**src/rtl/led_tx_pkg.sv**
```systemverilog
package led_tx_pkg;

  typedef enum logic [1:0] {
    ORD_GRB = 2'd0,
    ORD_RGB = 2'd1,
    ORD_BGR = 2'd2
  } color_order_e;

  typedef enum logic [1:0] {
    ST_IDLE = 2'd0,
    ST_SEND = 2'd1,
    ST_GAP  = 2'd2
  } tx_state_e;

  // Nanoseconds to clock cycles, rounded to nearest.
  function automatic int unsigned ns_to_cyc(input longint unsigned clk_hz,
                                            input longint unsigned ns);
    return int'((ns * clk_hz + 64'd500_000_000) / 64'd1_000_000_000);
  endfunction

  // Microseconds to clock cycles.
  function automatic int unsigned us_to_cyc(input longint unsigned clk_hz,
                                            input longint unsigned us);
    return int'((us * clk_hz) / 64'd1_000_000);
  endfunction

  // Arrange the colour bytes in wire order; white always in the lowest byte.
  function automatic logic [31:0] wire_word(input color_order_e ord,
                                            input logic [7:0] r,
                                            input logic [7:0] g,
                                            input logic [7:0] b,
                                            input logic [7:0] w);
    case (ord)
      ORD_RGB: return {r, g, b, w};
      ORD_BGR: return {b, g, r, w};
      default: return {g, r, b, w};
    endcase
  endfunction

endpackage

```
**src/rtl/led_tx_bitcell.sv**
```systemverilog
module led_tx_bitcell #(
  parameter int unsigned PERIOD = 125,
  parameter int unsigned HI_ONE = 90,
  parameter int unsigned HI_ZERO = 35
) (
  input  logic clk,
  input  logic rst_n,
  input  logic run,
  input  logic bit_val,
  output logic line,
  output logic cell_end
);
  localparam int unsigned CW = $clog2(PERIOD + 1);

  logic [CW-1:0] cnt_q, cnt_d;

  assign cell_end = run && (cnt_q == CW'(PERIOD - 1));
  assign line     = run && (cnt_q < (bit_val ? CW'(HI_ONE) : CW'(HI_ZERO)));

  always_comb begin
    cnt_d = cnt_q;
    if (!run || cell_end) cnt_d = '0;
    else                  cnt_d = cnt_q + 1'b1;
  end

  always_ff @(posedge clk or negedge rst_n) begin
    if (!rst_n) cnt_q <= '0;
    else        cnt_q <= cnt_d;
  end

  // every cell restarts from zero after its last cycle
  a_r2_cell_wrap: assert property (@(posedge clk) disable iff (!rst_n)
    cell_end |=> (cnt_q == '0));
  // counter never passes the cell length
  a_r2_cnt_range: assert property (@(posedge clk) disable iff (!rst_n)
    cnt_q < CW'(PERIOD));
endmodule

```
**src/rtl/led_tx_shifter.sv**
```systemverilog
module led_tx_shifter #(
  parameter int unsigned NBITS = 24
) (
  input  logic             clk,
  input  logic             rst_n,
  input  logic             load,
  input  logic             shift,
  input  logic [NBITS-1:0] word,
  output logic             cur_bit,
  output logic             at_last
);
  localparam int unsigned IW = $clog2(NBITS);

  logic [NBITS-1:0] sh_q, sh_d;
  logic [IW-1:0]    idx_q, idx_d;

  assign cur_bit = sh_q[NBITS-1];
  assign at_last = (idx_q == IW'(NBITS - 1));

  always_comb begin
    sh_d  = sh_q;
    idx_d = idx_q;
    if (load) begin
      sh_d  = word;
      idx_d = '0;
    end else if (shift) begin
      sh_d  = {sh_q[NBITS-2:0], 1'b0};
      idx_d = idx_q + 1'b1;
    end
  end

  always_ff @(posedge clk or negedge rst_n) begin
    if (!rst_n) begin
      sh_q  <= '0;
      idx_q <= '0;
    end else begin
      sh_q  <= sh_d;
      idx_q <= idx_d;
    end
  end

  // bit index stays inside the pixel word
  a_r5_idx_range: assert property (@(posedge clk) disable iff (!rst_n)
    idx_q <= IW'(NBITS - 1));
  // a shift never happens on the final bit, a load must follow instead
  a_r5_no_overshift: assert property (@(posedge clk) disable iff (!rst_n)
    (shift && !load) |-> !at_last);
endmodule

```
**src/rtl/led_serial_tx.sv**
```systemverilog
module led_serial_tx
  import led_tx_pkg::*;
#(
  parameter longint unsigned CLK_HZ    = 100_000_000,
  parameter int unsigned     GAP_US    = 6,
  parameter color_order_e    ORDER     = ORD_GRB,
  parameter bit              HAS_WHITE = 1'b0
) (
  input  logic       clk,
  input  logic       rst_n,
  input  logic       in_valid,
  output logic       in_ready,
  input  logic       in_last,
  input  logic [7:0] in_red,
  input  logic [7:0] in_green,
  input  logic [7:0] in_blue,
  input  logic [7:0] in_white,
  output logic       dout,
  output logic       busy,
  output logic       underrun
);
  localparam int unsigned PERIOD  = ns_to_cyc(CLK_HZ, 1250);
  localparam int unsigned HI_ONE  = ns_to_cyc(CLK_HZ, 900);
  localparam int unsigned HI_ZERO = ns_to_cyc(CLK_HZ, 350);
  localparam int unsigned GAP_CYC = us_to_cyc(CLK_HZ, GAP_US);
  localparam int unsigned NBITS   = HAS_WHITE ? 32 : 24;
  localparam int unsigned GW      = $clog2(GAP_CYC + 1);

  if (HI_ZERO < 1 || HI_ONE <= HI_ZERO || PERIOD <= HI_ONE || GAP_CYC < 1)
  begin : g_bad_timing
    $error("led_serial_tx: clock too slow for the bit timing");
  end

  tx_state_e        state_q, state_d;
  logic             init_q;
  logic             cur_last_q, cur_last_d;
  logic             nxt_vld_q, nxt_vld_d;
  logic             nxt_last_q, nxt_last_d;
  logic [NBITS-1:0] nxt_q, nxt_d;
  logic             und_q, und_d;
  logic [GW-1:0]    gap_q, gap_d;

  logic             accept, pix_end, have_next, load, shift;
  logic             cur_bit, at_last, cell_end, line;
  logic [31:0]      full_word;
  logic [NBITS-1:0] in_word, load_word;
  logic             load_last;

  assign full_word = wire_word(ORDER, in_red, in_green, in_blue, in_white);
  assign in_word   = full_word[31 -: NBITS];

  assign in_ready  = init_q && ((state_q == ST_IDLE) ||
                     (state_q == ST_SEND && at_last && !cur_last_q && !nxt_vld_q));
  assign accept    = in_valid && in_ready;
  assign pix_end   = cell_end && at_last;
  assign have_next = nxt_vld_q || (accept && state_q == ST_SEND);
  assign load_word = nxt_vld_q ? nxt_q : in_word;
  assign load_last = nxt_vld_q ? nxt_last_q : in_last;

  always_comb begin
    state_d    = state_q;
    cur_last_d = cur_last_q;
    nxt_vld_d  = nxt_vld_q;
    nxt_last_d = nxt_last_q;
    nxt_d      = nxt_q;
    und_d      = und_q;
    gap_d      = gap_q;
    load       = 1'b0;
    shift      = 1'b0;
    case (state_q)
      ST_IDLE: begin
        if (accept) begin
          state_d    = ST_SEND;
          load       = 1'b1;
          cur_last_d = in_last;
          und_d      = 1'b0;
        end
      end
      ST_SEND: begin
        if (pix_end) begin
          if (have_next) begin
            load       = 1'b1;
            cur_last_d = load_last;
            nxt_vld_d  = 1'b0;
          end else begin
            state_d = ST_GAP;
            gap_d   = '0;
            if (!cur_last_q) und_d = 1'b1;
          end
        end else begin
          if (cell_end) shift = 1'b1;
          if (accept) begin
            nxt_vld_d  = 1'b1;
            nxt_d      = in_word;
            nxt_last_d = in_last;
          end
        end
      end
      default: begin
        if (gap_q == GW'(GAP_CYC - 1)) state_d = ST_IDLE;
        else                           gap_d   = gap_q + 1'b1;
      end
    endcase
  end

  always_ff @(posedge clk or negedge rst_n) begin
    if (!rst_n) begin
      state_q    <= ST_IDLE;
      init_q     <= 1'b0;
      cur_last_q <= 1'b0;
      nxt_vld_q  <= 1'b0;
      nxt_last_q <= 1'b0;
      nxt_q      <= '0;
      und_q      <= 1'b0;
      gap_q      <= '0;
    end else begin
      state_q    <= state_d;
      init_q     <= 1'b1;
      cur_last_q <= cur_last_d;
      nxt_vld_q  <= nxt_vld_d;
      nxt_last_q <= nxt_last_d;
      nxt_q      <= nxt_d;
      und_q      <= und_d;
      gap_q      <= gap_d;
    end
  end

  led_tx_shifter #(.NBITS(NBITS)) u_shift (
    .clk    (clk),
    .rst_n  (rst_n),
    .load   (load),
    .shift  (shift),
    .word   (load_word),
    .cur_bit(cur_bit),
    .at_last(at_last)
  );

  led_tx_bitcell #(.PERIOD(PERIOD), .HI_ONE(HI_ONE), .HI_ZERO(HI_ZERO)) u_cell (
    .clk     (clk),
    .rst_n   (rst_n),
    .run     (state_q == ST_SEND),
    .bit_val (cur_bit),
    .line    (line),
    .cell_end(cell_end)
  );

  assign dout     = line;
  assign busy     = (state_q != ST_IDLE);
  assign underrun = und_q;

  // nothing is taken before the post-reset cycle has passed
  a_r1_ready_after_reset: assert property (@(posedge clk) disable iff (!rst_n)
    !init_q |-> !in_ready);
  // a pixel handover starts the next cell high at once
  a_r8_handover: assert property (@(posedge clk) disable iff (!rst_n)
    (state_q == ST_SEND && pix_end && have_next) |=> (state_q == ST_SEND && dout));
  // the latch gap is quiet and closed to input
  a_r9_gap_quiet: assert property (@(posedge clk) disable iff (!rst_n)
    (state_q == ST_GAP) |-> (!dout && !in_ready && busy));
  // underrun is raised only at the end of a starved pixel
  a_r10_underrun_rise: assert property (@(posedge clk) disable iff (!rst_n)
    $rose(underrun) |-> ($past(state_q) == ST_SEND && state_q == ST_GAP));
  // busy only drops when the gap finishes
  a_r11_busy_fall: assert property (@(posedge clk) disable iff (!rst_n)
    $fell(busy) |-> ($past(state_q) == ST_GAP));
endmodule

```
**config.mk**
```make
export PLATFORM = sky130hd
export DESIGN_NAME = led_serial_tx
export DESIGN_NICKNAME = d
export VERILOG_FILES = /design/src/rtl/led_tx_pkg.sv /design/src/rtl/led_tx_bitcell.sv /design/src/rtl/led_tx_shifter.sv /design/src/rtl/led_serial_tx.sv
export SDC_FILE = /design/constraint.sdc
export NUM_CORES = 1
export LEC_CHECK = 0
export BUFFER_PORTS_ARGS = -buffer_cell sky130_fd_sc_hd__buf_2
export CAP_MARGIN = 20
export CORE_UTILIZATION = 41
export CTS_CLUSTER_SIZE = 30
export DETAILED_ROUTE_END_ITERATION = 12
export GPL_ROUTABILITY_DRIVEN = 0
export SYNTH_ARGS = -nofsm -noshare
export SYNTH_HDL_FRONTEND = slang
export SYNTH_SLANG_ARGS = --single-unit
```
**constraint.sdc**
```tcl
create_clock -name clk -period 3.62 [get_ports clk]
set_input_delay 0.724 -clock clk [delete_from_list [all_inputs] [get_ports clk]]
set_output_delay 0.724 -clock clk [all_outputs]
set_load 0.01 [all_outputs]
```
# Word level (Yosys, flattened, before mapping)
# Cells that the tools add are included.
# W data, S select, Z words.
totals:
  regBits: 77
  input_bits: 36
  word_cells: 91
op_classes:
  n_addsub: 3
  magnitude_cmp: 1
  n_eq_ne: 11
  mux: 36
  bitwise_logic: 2
  reduce_logical: 27
op_table:
  columns: ["operator", "count"]
  rows:
  - ["$mux W24", 3]
  - ["$mux W10", 3]
  - ["$pmux W10 S2", 1]
  - ["$mux W1", 17]
  - ["$mux W7", 2]
  - ["$reduce_and A4 Y1", 3]
  - ["$add A10 B1 Y10 const B", 1]
  - ["$eq A10 B10 Y1 const B", 1]
  - ["$mux W5", 2]
  - ["$ne A2 B2 Y1 const B", 5]
  - ["$logic_and A1 B1 Y1", 9]
  - ["$mux W2", 4]
  - ["$reduce_bool A2 Y1", 4]
  - ["$add A7 B1 Y7 const B", 1]
  - ["$eq A7 B7 Y1 const B", 1]
  - ["$lt A7 B7 Y1", 1]
  - ["$pmux W1 S2", 3]
  - ["$reduce_and A3 Y1", 2]
  - ["$add A5 B1 Y5 const B", 1]
  - ["$eq A5 B5 Y1 const B", 1]
  - ["$reduce_and A5 Y1", 1]
  - ["$ne A2 B1 Y1 const B", 2]
  - ["$pmux W2 S2", 1]
  - ["$logic_not A1 Y1", 3]
  - ["other kinds (5)", 8]

# Depth between registers and ports, before layout
# Gate-level depths: netlist (run 1).
logic_depth:
  ltp_word: 13
  ltp_mapped: 8
  ltp_nobuf: 8

# By module
# A second synthesis (run 1) with hierarchy kept.
unflattened:
  hier_cells: 354
  area_unflattened_um2: 3947.5
by_module_without_submodules:
  columns: ["module", "n_inst", "cells_each", "area_each_um2", "seq_area_each_um2"]
  rows:
  - ["led_serial_tx", 1, 177, 2132.0, 1026.0]
  - ["led_tx_shifter", 1, 128, 1361.3, 725.7]
  - ["led_tx_bitcell", 1, 49, 454.2, 175.2]

# Least setup slack after synthesis (run 1)
# OpenSTA, ideal clock, no wires.
synth_path:
  path_type: "register to output"
  startpoint: "reg u_shift.sh_q[23]"
  endpoint: "out dout"
  arrival_ps: 1592
  t_required_ps: 2896
  setup_slack_ps: 1304
  path_stages_with_launch: 7
  path_cell_list: "dfrtp_1 -> inv_1 -> ha_1 -> o21a_1 -> o21ai_0 -> a21oi_1 -> a2111oi_0"
synth_via:
  elab_chain_len: 3
synth_rtl:
  columns: ["item", "line_no", "source"]
  rows:
  - ["start: declaration", "led_tx_shifter.sv:14", "logic [NBITS-1:0] sh_q, sh_d;"]
  - ["start signal: assignment", "led_tx_shifter.sv:34", "sh_q <= '0;"]
  - ["start signal: assignment", "led_tx_shifter.sv:37", "sh_q <= sh_d;"]
  - ["$mux W7", "led_tx_bitcell.sv:18", "assign line = run && (cnt_q < (bit_val ? CW'(HI_ONE) : CW'(HI_ZERO)));"]
  - ["$lt A7 B7 Y1", "led_tx_bitcell.sv:18", null]
  - ["$logic_and A1 B1 Y1", "led_tx_bitcell.sv:18", null]
  - ["end: declaration", "led_serial_tx.sv:18", "output logic dout,"]
# No other way between the ends.

# Final worst setup path (run 1)
# Same ends and word-level chain as after synthesis.

==> impl_metrics.csv, run 1 <==
group,metric,value,unit
logic_synthesis,async_flop_share,1.000,
route,drc,0,
global_route,grt_overflow,0,
logic_synthesis,synth_top_area_frac,0.4950,
power,swShare,0.2269,
logic_synthesis,syn_inst,353,
logic_synthesis,synthTopCellsByArea,"dfrtp_1 (50%), mux2_2 (14%), a22oi_1 (4.4%)",
logic_synthesis,synth_most_common_cell,"dfrtp_1",
critical_path,critPathLaunchType,"flip-flop",
global_route,antenna_found_initial,0,
timing,max_freq,375.1,MHz
floorplanning,start_util,0.4233,
route,drtIter0Drc,152,
critical_path,rr_worst_depth,6,
logic_synthesis,synth_area,3892,µm²
clock_network,clock_latency,0.34,ns
route,wirelength,7276,µm
power,peakVddDrop,0.2372,mV
finish,fin_nets,429,
logic_synthesis,synth_cell_types,51,
critical_path,r2r_slack,1.26,ns
logic_synthesis,syn_avg_cell_area,11.03,µm²
clock_network,clock-root-buffer,"clkbuf_8",
clock_network,clock_sinks,77,
timing,slew_headroom,0.3413,
logic_synthesis,yosys.area.top_type,"dfrtp_1",
clock_network,clk_pin_slew,0.08,ns
critical_path,timing.rr.start,"u_shift.idx_q[0]",
critical_path,crit_path_end_kind,"output pin",
timing,clock_skew,0.009190,ns
power,seq_power_share,0.543,
critical_path,critical_path_class,"flip-flop to output pin",
min_path,hold_class,"flip-flop to flip-flop",
route,vias,2643,
global_route,grt_pass1_wl,12940,µm
route,routed_via_density,5.275,
finish,final_layout_size_suffix_gt1_frac,0.2821,
timing,fin_ws,0.9538,ns
timing,hold_viol_final,0,
clock_network,clk_path_buf_depth,2,
clock_network,cts_resized,0,
floorplanning,rows,35,
floorplanning,fp.dieH,99.44,µm
floorplanning,fp.dieW,99.44,µm
finish,area_growth_syn_to_layout,12.05,%
clock_network,cts_max_level,3,
finish,diodes,0,
critical_path,critPathArrivalTime,1.94,ns
floorplanning,core,9196,µm²
timing,finalSetupTns,0,ns
power,power,1583,µW
power,switching_power,359.2,µW
critical_path,cp_data_required_time,2.90,ns
timing,drv_slew,0,
logic_synthesis,ys_seq_area_frac,0.4950,
global_route,grt_usage,0.1652,
logic_synthesis,ys_warn_count,0,
timing,tightest_slew,0.9880,ns
clock_network,post-cts-setup-buffers,0,
power,clkPwrFrac,0.423,
logic_synthesis,yosys-top-cells-count,"dfrtp_1 (77), mux2_2 (49), inv_1 (30), a22oi_1 (23), nand2_1 (20)",
power,powerDensity,363.0,nW/µm²
logic_synthesis,synth_edf_count,0,
placement,dp_hpwl,4800,µm
timing,timing.final.crit_share,0.7365,
power,p_int,1224,µW
floorplanning,floorplan.die_area,9887,µm²
timing,setup_viol,0,
placement,portBuffers,31,
route,detail_route.wl_per_cell,14.52,µm
critical_path,cp-startpoint,"u_shift.sh_q[23]",
global_route,grt_pass1_vias,2684,
run_status,status,"complete, no violations",
clock_network,cts_buffers,9,
placement,post-place-ws,1.223,ns
floorplanning,ios,40,
power,p_leak,0.001919,µW
route,drt_pass1_iterations,4,
critical_path,crit_end,"dout",
job,cap_violations,0,
critical_path,cp_max_fo,4,
global_route,grt_max_degree,78,
finish,fillCellCount,870,
critical_path,r2r-end,"nxt_q[15]",
timing,rsz0062_at_grt,"false",
logic_synthesis,synth_nets,397,
logic_synthesis,ys_ff_latch,77,
timing,layout_min_cycle_time,2.666,ns
logic_synthesis,synth-main-ff-cell,"dfrtp_1",
route,antenna_left,0,
clock_network,cts_hold_buf,0,
clock_network,cts_tree,"built",
power,pwr-share-comb,0.033,
state kept, by name (all words and copies together), names as in the netlist:
name           flops
cur_last_q         1
underrun           1
u_shift.sh_q      24
nxt_q             24
state_q            2
nxt_last_q         1
u_shift.idx_q      5
nxt_vld_q          1
u_cell.cnt_q       7
init_q             1
gap_q             10
routing by layer:
layer  vias up  wire [µm]  global-route usage
met5         -          0                   0
met4         0         53             0.05430
met3         6        219             0.03654
met2        38       3458              0.2634
met1      1260       3544              0.2243
li1       1339          -                   -
worst min path at each step:
stage | start | end | cells after the start
5_1_grt | nxt_q[17] | nxt_q[17] | 1
6_report | nxt_q[2] | nxt_q[2] | 1
3_5_place_dp | nxt_q[8] | nxt_q[8] | 1
4_1_cts | nxt_q[8] | nxt_q[8] | 1
3_3_place_gp | nxt_q[15] | nxt_q[15] | 1
2_1_floorplan | rst_n | cur_last_q | 0
power groups by stage:
| stage | sequential [µW] | combinational (µW) | clock, µW |
|---|---|---|---|
| global placement | 878 | 54.2 | 0 |
| CTS | 860 | 54.9 | 694 |
| finish | 860 | 52.7 | 670 |
| detailed placement | 878 | 54.4 | 0 |
| global route | 861 | 60.1 | 732 |
| floorplan | 878 | 16.3 | 0 |
worst max-delay path: stages (launching register included):
cell       delay, ns
dfrtp_1         0.40
inv_1           0.13
ha_1            0.25
o21a_1          0.11
o21ai_0         0.14
a21oi_1         0.09
a2111oi_0       0.28
buf_2           0.20
stage by stage:
| stage | utilization | instance area [µm²] | instances | hold WS [ns] |
|---|---|---|---|---|
| final | 0.4743 | 4362 | 501 | 0.5049 |
| after global routing | 0.4743 | 4362 | 501 | 0.5261 |
| after CTS | 0.4743 | 4362 | 501 | 0.5100 |
| after detailed placement | 0.4518 | 4155 | 485 | 0.4865 |
| after global placement | 0.4518 | 4155 | 485 | 0.4806 |
| after floorplan | - | 3892 | 353 | 0.4284 |
cell type report:
| type | count | area (µm²) | area share |
|---|---|---|---|
| multi-input cells | 230 | 1762 | 0.4039 |
| clock buffers | 10 | 137.6 | 0.03155 |
| flip-flops and latches | 77 | 1927 | 0.4418 |
| inverters | 30 | 112.6 | 0.02582 |
| well taps | 111 | 138.9 | 0.03184 |
| clock inverters | 6 | 68.82 | 0.01578 |
| repair buffers | 37 | 215.2 | 0.04934 |
cell usage in the layout, fill, tap and decap left out, types with 2 or more instances in the layout:
cell type,n
a21oi_1,7
a22oi_1,23
and3_1,4
and3b_1,3
buf_2,30
buf_4,6
clkbuf_8,10
dfrtp_1,77
ha_1,8
inv_1,30
inv_6,2
mux2_2,49
mux2i_1,4
nand2_1,20
nand2b_1,4
nand3_1,10
nand4_1,5
nor2_1,16
nor3_1,3
nor3b_1,2
o211ai_1,5
o21a_1,2
o21ai_0,16
o21ai_1,10
o31ai_1,2
or4_1,5
xnor2_1,3
xor2_1,6
logic make-up (layout without fill, tap and decap cells):
| group | count (synthesis) | after routing | share of synthesized area |
|---|---|---|---|
| DFF | 77 | 77 | 0.4950 |
| xor gates and xnor gates | 9 | 9 | 0.02025 |
| muxes | 53 | 53 | 0.1520 |
| other | 1 | 1 | 0.0009634 |
| AOI/OAI and AO/OA | 77 | 77 | 0.1347 |
| adders and majority gates | 8 | 8 | 0.02572 |
| buffers and inverters | 46 | 83 | 0.05239 |
| and+or+nand+nor | 82 | 82 | 0.1189 |
Note: power is estimated with default switching activity, not from simulation.
==> run 2, diff against run 1 <==
==> constraint.sdc (replaced) <==
create_clock -name clk -period 2.8 [get_ports clk]
set_input_delay 0.56 -clock clk [delete_from_list [all_inputs] [get_ports clk]]
set_output_delay 0.56 -clock clk [all_outputs]
set_load 0.01 [all_outputs]
==> impl_metrics.csv, run 2 (synthesis gave the netlist of run 1 again) <==
group,metric,value,unit
placement,placed_cells,485,
critical_path,crit_path_end_kind,"output pin",
route,drt_pass1_iterations,4,
clock_network,cts_hold_buf,0,
floorplanning,start_util,0.4233,
global_route,grt_overflow,0,
clock_network,clock_sinks,77,
route,drc,0,
finish,final_cell_count_no_fill,501,
global_route,grt_usage,0.1675,
critical_path,cpPeakStageDelay,0.41,ns
timing,drv_slew,0,
route,top_layer,"met4",
timing,worst_hold_slack,0.1069,ns
global_route,antenna_found_initial,0,
critical_path,critPathArrivalTime,2.01,ns
route,drtIter0Drc,137,
critical_path,critPathSlowestCell,"dfrtp_1",
finish,fin_nets,430,
critical_path,critPathLaunchType,"flip-flop",
floorplanning,ios,40,
route,wl_met2,3541,µm
timing,layout_min_cycle_time,2.571,ns
floorplanning,floorplan.die_area,9887,µm²
floorplanning,fp.dieH,99.44,µm
floorplanning,core,9196,µm²
route,routed_via_density,5.363,
route,detail_route.wl_per_cell,14.69,µm
critical_path,critical_path_class,"flip-flop to output pin",
route,wl_met1,3526,µm
power,powerDensity,494.0,nW/µm²
clock_network,cts_resized,0,
clock_network,clock-root-buffer,"clkbuf_8",
global_route,grt_max_degree,78,
critical_path,r2r-end,"nxt_q[12]",
clock_network,clk_path_buf_depth,2,
timing,clock_skew,0.009377,ns
min_path,hold_class,"input pin to async pin",
timing,timing.final.crit_share,0.9184,
finish,diodes,0,
critical_path,crit_path_cell_trace,"inv_1, ha_1, o21a_1, o21ai_0, a21oi_1, a2111oi_0, buf_2",
critical_path,r2r_slack,0.44,ns
finish,top_regs,"nxt_q (24), u_shift.sh_q (24), gap_q (10)",
job,cap_violations,0,
clock_network,cts_max_level,3,
clock_network,clk_pin_slew,0.08,ns
timing,setup_viol,0,
placement,portBuffers,31,
timing,tightest_slew,0.7132,ns
power,p_leak,0.001948,µW
timing,slew_headroom,0.5209,
clock_network,cts_buffers,9,
global_route,grt_pass1_wl,13210,µm
critical_path,cp_data_required_time,2.24,ns
floorplanning,rows,35,
timing,rsz0062_at_grt,"false",
finish,mostFrequentLayoutCell,"dfrtp_1",
placement,dp_hpwl,4765,µm
finish,final_layout_size_suffix_gt1_frac,0.2821,
critical_path,rr_worst_depth,6,
clock_network,clock_latency,0.34,ns
run_status,status,"complete, no violations",
timing,hold_viol_final,0,
route,wl_met3,240,µm
route,vias,2687,
clock_network,cts_tree,"built",
global_route,grt_pass1_vias,2733,
timing,finalSetupTns,0,ns
finish,area_growth_syn_to_layout,13.53,%
route,antenna_left,0,
critical_path,timing.rr.start,"u_shift.idx_q[0]",
clock_network,post-cts-setup-buffers,0,
timing,max_freq,388.9,MHz
critical_path,cp_max_fo,4,
route,wirelength,7358,µm
power,peakVddDrop,0.2441,mV
finish,final_cell_mix,"dfrtp_1 (77), mux2_2 (49), inv_1 (30), buf_2 (30), a22oi_1 (23)",
floorplanning,fp.dieW,99.44,µm
power,power,2183,µW
finish,fillCellCount,864,
-- run 2: worst max-delay path by stage --
stage	start	endpoint
CTS	u_shift.sh_q[23]	dout
floorplan	u_shift.sh_q[23]	dout
detailed placement	u_shift.idx_q[0]	nxt_q[12]
global placement	u_shift.idx_q[0]	nxt_q[8]
global route	u_shift.sh_q[23]	dout
finish	u_shift.sh_q[23]	dout
-- run 2: stage by stage --
stage	instance area [µm²]	setup WS, ns	utilization
2_1_floorplan	3892	0.6479	-
3_3_place_gp	4155	0.4814	0.4518
3_5_place_dp	4155	0.4391	0.4518
4_1_cts	4392	0.1490	0.4776
5_1_grt	4419	0.05185	0.4805
6_report	4419	0.2285	0.4805
-- run 2: where the power goes --
group / total [µW] / internal (µW) / switching (µW)
Sequential: 1110 / 1110 / 0.767
Combinational: 72.8 / 32.7 / 40.0
Clock: 998 / 589 / 409
Total: 2180 / 1730 / 450
-- run 2: final cells by class --
cell class | instances | area (µm²) | share of cell area
repair buffers | 38 | 242.7 | 0.05493
inverters | 30 | 112.6 | 0.02548
clock inverters | 6 | 112.6 | 0.02548
flip-flops and latches | 77 | 1927 | 0.4360
clock buffers | 9 | 123.9 | 0.02803
well taps | 111 | 138.9 | 0.03143
multi-input cells | 230 | 1762 | 0.3986
-- run 2: routing by layer --
layer	up-vias	track usage
li1	1337	-
met5	-	0
met1	1300	0.2291
met2	46	0.2714
met4	0	0.05090
met3	4	0.03162
-- run 2: worst max-delay path: cells and delay by family, from the launching register on --
family | cells | cell delay (ns)
compound gates | 4 | 0.67
fa+ha+maj | 1 | 0.25
buf+inv | 2 | 0.35
flops | 1 | 0.41
==> run 3, diff against run 2 <==
--- a/config.mk
+++ b/config.mk
@@ -7,6 +7,7 @@
 export LEC_CHECK = 0
 export BUFFER_PORTS_ARGS = -buffer_cell sky130_fd_sc_hd__buf_2
 export CAP_MARGIN = 20
+export CORE_ASPECT_RATIO = 1.5
 export CORE_UTILIZATION = 41
 export CTS_CLUSTER_SIZE = 30
 export DETAILED_ROUTE_END_ITERATION = 12
==> impl_metrics.csv, run 3 (synthesis gave the netlist of run 1 again) <==
group,metric,value,unit
power,pwr-share-comb,0.031,
critical_path,critPathSlowestCell,"dfrtp_1",
power,seq_power_share,0.480,
critical_path,timing.rr.start,"u_shift.idx_q[0]",
job,cap_violations,0,
global_route,grt_pass1_vias,2802,
floorplanning,core,9254,µm²
finish,diodes,0,
clock_network,clock-root-buffer,"clkbuf_16",
route,antenna_left,0,
floorplanning,ios,40,
finish,fin_nets,430,
floorplanning,start_util,0.4206,
power,power,2320,µW
power,swShare,0.2077,
critical_path,cp-startpoint,"u_shift.sh_q[23]",
clock_network,clk_path_buf_depth,2,
finish,final_cell_mix,"dfrtp_1 (77), mux2_2 (49), inv_1 (30), buf_2 (30), a22oi_1 (23)",
global_route,use_met1,0.2078,
floorplanning,fp.dieH,121.3,µm
power,clkPwrFrac,0.489,
timing,max_freq,399.8,MHz
global_route,antenna_found_initial,0,
timing,hold_viol_final,0,
finish,mostFrequentLayoutCell,"dfrtp_1",
route,detail_route.wl_per_cell,15.07,µm
global_route,use_met2,0.2901,
power,switching_power,481.7,µW
placement,dp_hpwl,5016,µm
timing,tightest_slew,0.6000,ns
critical_path,crit_path_end_kind,"output pin",
route,drtIter0Drc,174,
timing,timing.final.crit_share,0.8933,
power,powerDensity,521.4,nW/µm²
route,wirelength,7581,µm
clock_network,cts_hold_buf,0,
power,peakVddDrop,0.3513,mV
timing,finalSetupTns,0,ns
global_route,gr-max-usage-layer,"met2",
finish,top_regs,"nxt_q (24), u_shift.sh_q (24), gap_q (10)",
run_status,status,"complete, no violations",
clock_network,cts_tree,"built",
finish,area_growth_syn_to_layout,14.30,%
route,vias,2754,
power,p_leak,0.001961,µW
timing,layout_min_cycle_time,2.501,ns
timing,drv_slew,0,
clock_network,cts_max_level,3,
floorplanning,floorplan.die_area,9895,µm²
placement,portBuffers,31,
critical_path,cp_max_fo,4,
min_path,hold_class,"input pin to async pin",
timing,worst_hold_slack,0.2219,ns
global_route,grt_max_degree,47,
critical_path,critPathLaunchType,"flip-flop",
timing,clock_skew,0.007795,ns
critical_path,crit_path_cell_trace,"inv_1, ha_1, o21a_1, o21ai_0, a21oi_1, a2111oi_0, buf_2",
critical_path,critPathArrivalTime,1.94,ns
finish,final_layout_size_suffix_gt1_frac,0.2839,
clock_network,cts_resized,0,
route,drc,0,
critical_path,cpPeakStageDelay,0.40,ns
critical_path,critical_path_class,"flip-flop to output pin",
timing,slew_headroom,0.6000,
power,p_int,1838,µW
critical_path,cp_data_required_time,2.24,ns
global_route,grt_usage,0.1739,
route,drt_pass1_iterations,4,
timing,setup_viol,0,
global_route,grt_pass1_wl,12940,µm
clock_network,cts_buffers,9,
floorplanning,fp.dieW,81.56,µm
clock_network,clock_latency,0.34,ns
global_route,grt_overflow,0,
global_route,grtUsageMet3,0.03835,
route,routed_via_density,5.475,
clock_network,clock_sinks,77,
floorplanning,rows,43,
clock_network,post-cts-setup-buffers,0,
clock_network,clk_pin_slew,0.06,ns
timing,rsz0062_at_grt,"false",
-- run 3: path summary, 6_finish.rpt --
kind	endpoint	slack (ns)	cells after the start
hold / removal	nxt_q[3]	0.22	1
setup / recovery	dout	0.30	7
max in group asynchronous	gap_q[4]	1.91	2
setup reg to reg	u_shift.sh_q[23]	0.60	7
hold reg to reg	nxt_q[11]	0.50	1
min in group clk	nxt_q[3]	0.47	2
-- run 3: worst max-delay path, delay by kind of cell, from the launching register on --
family                   cells  cell delay [ns]
flip-flops                   1             0.40
adder cells (fa/ha/maj)      1             0.25
AO/OA/AOI/OAI                4             0.60
buffers and inverters        2             0.35
-- run 3: final cells by class --
class / count / area [µm²]
clock buffer: 13 / 280.3
fill: 899 / 4805
timing repair buffer: 38 / 210.2
tap: 112 / 140.1
sequential: 77 / 1927
multi-input combinational: 230 / 1762
inverter: 30 / 112.6
clock inverter: 3 / 17.52
-- run 3: stage by stage --
step	instances	utilization	cell area, µm²	worst slack (ns)
5_1_grt	503	0.4808	4449	0.1375
6_report	503	0.4808	4449	0.2989
4_1_cts	503	0.4808	4449	0.2696
3_5_place_dp	487	0.4486	4151	0.5894
2_1_floorplan	353	-	3892	0.6479
3_3_place_gp	487	0.4486	4151	0.5869
-- run 3: power by group through the flow --
stage | Combinational (µW) | Sequential, µW | Clock [µW]
2_1_floorplan | 21.0 | 1130 | 0
3_3_place_gp | 72.8 | 1130 | 0
3_5_place_dp | 73.9 | 1130 | 0
4_1_cts | 74.7 | 1110 | 1160
5_1_grt | 81.5 | 1110 | 1210
6_report | 71.4 | 1110 | 1130
-- run 3: per-layer routing --
metal  part of all wire  vias up
li1                   -     1326
met1               0.43     1378
met2               0.51       36
met3              0.028       14
met4              0.026        0
met5                  0        -
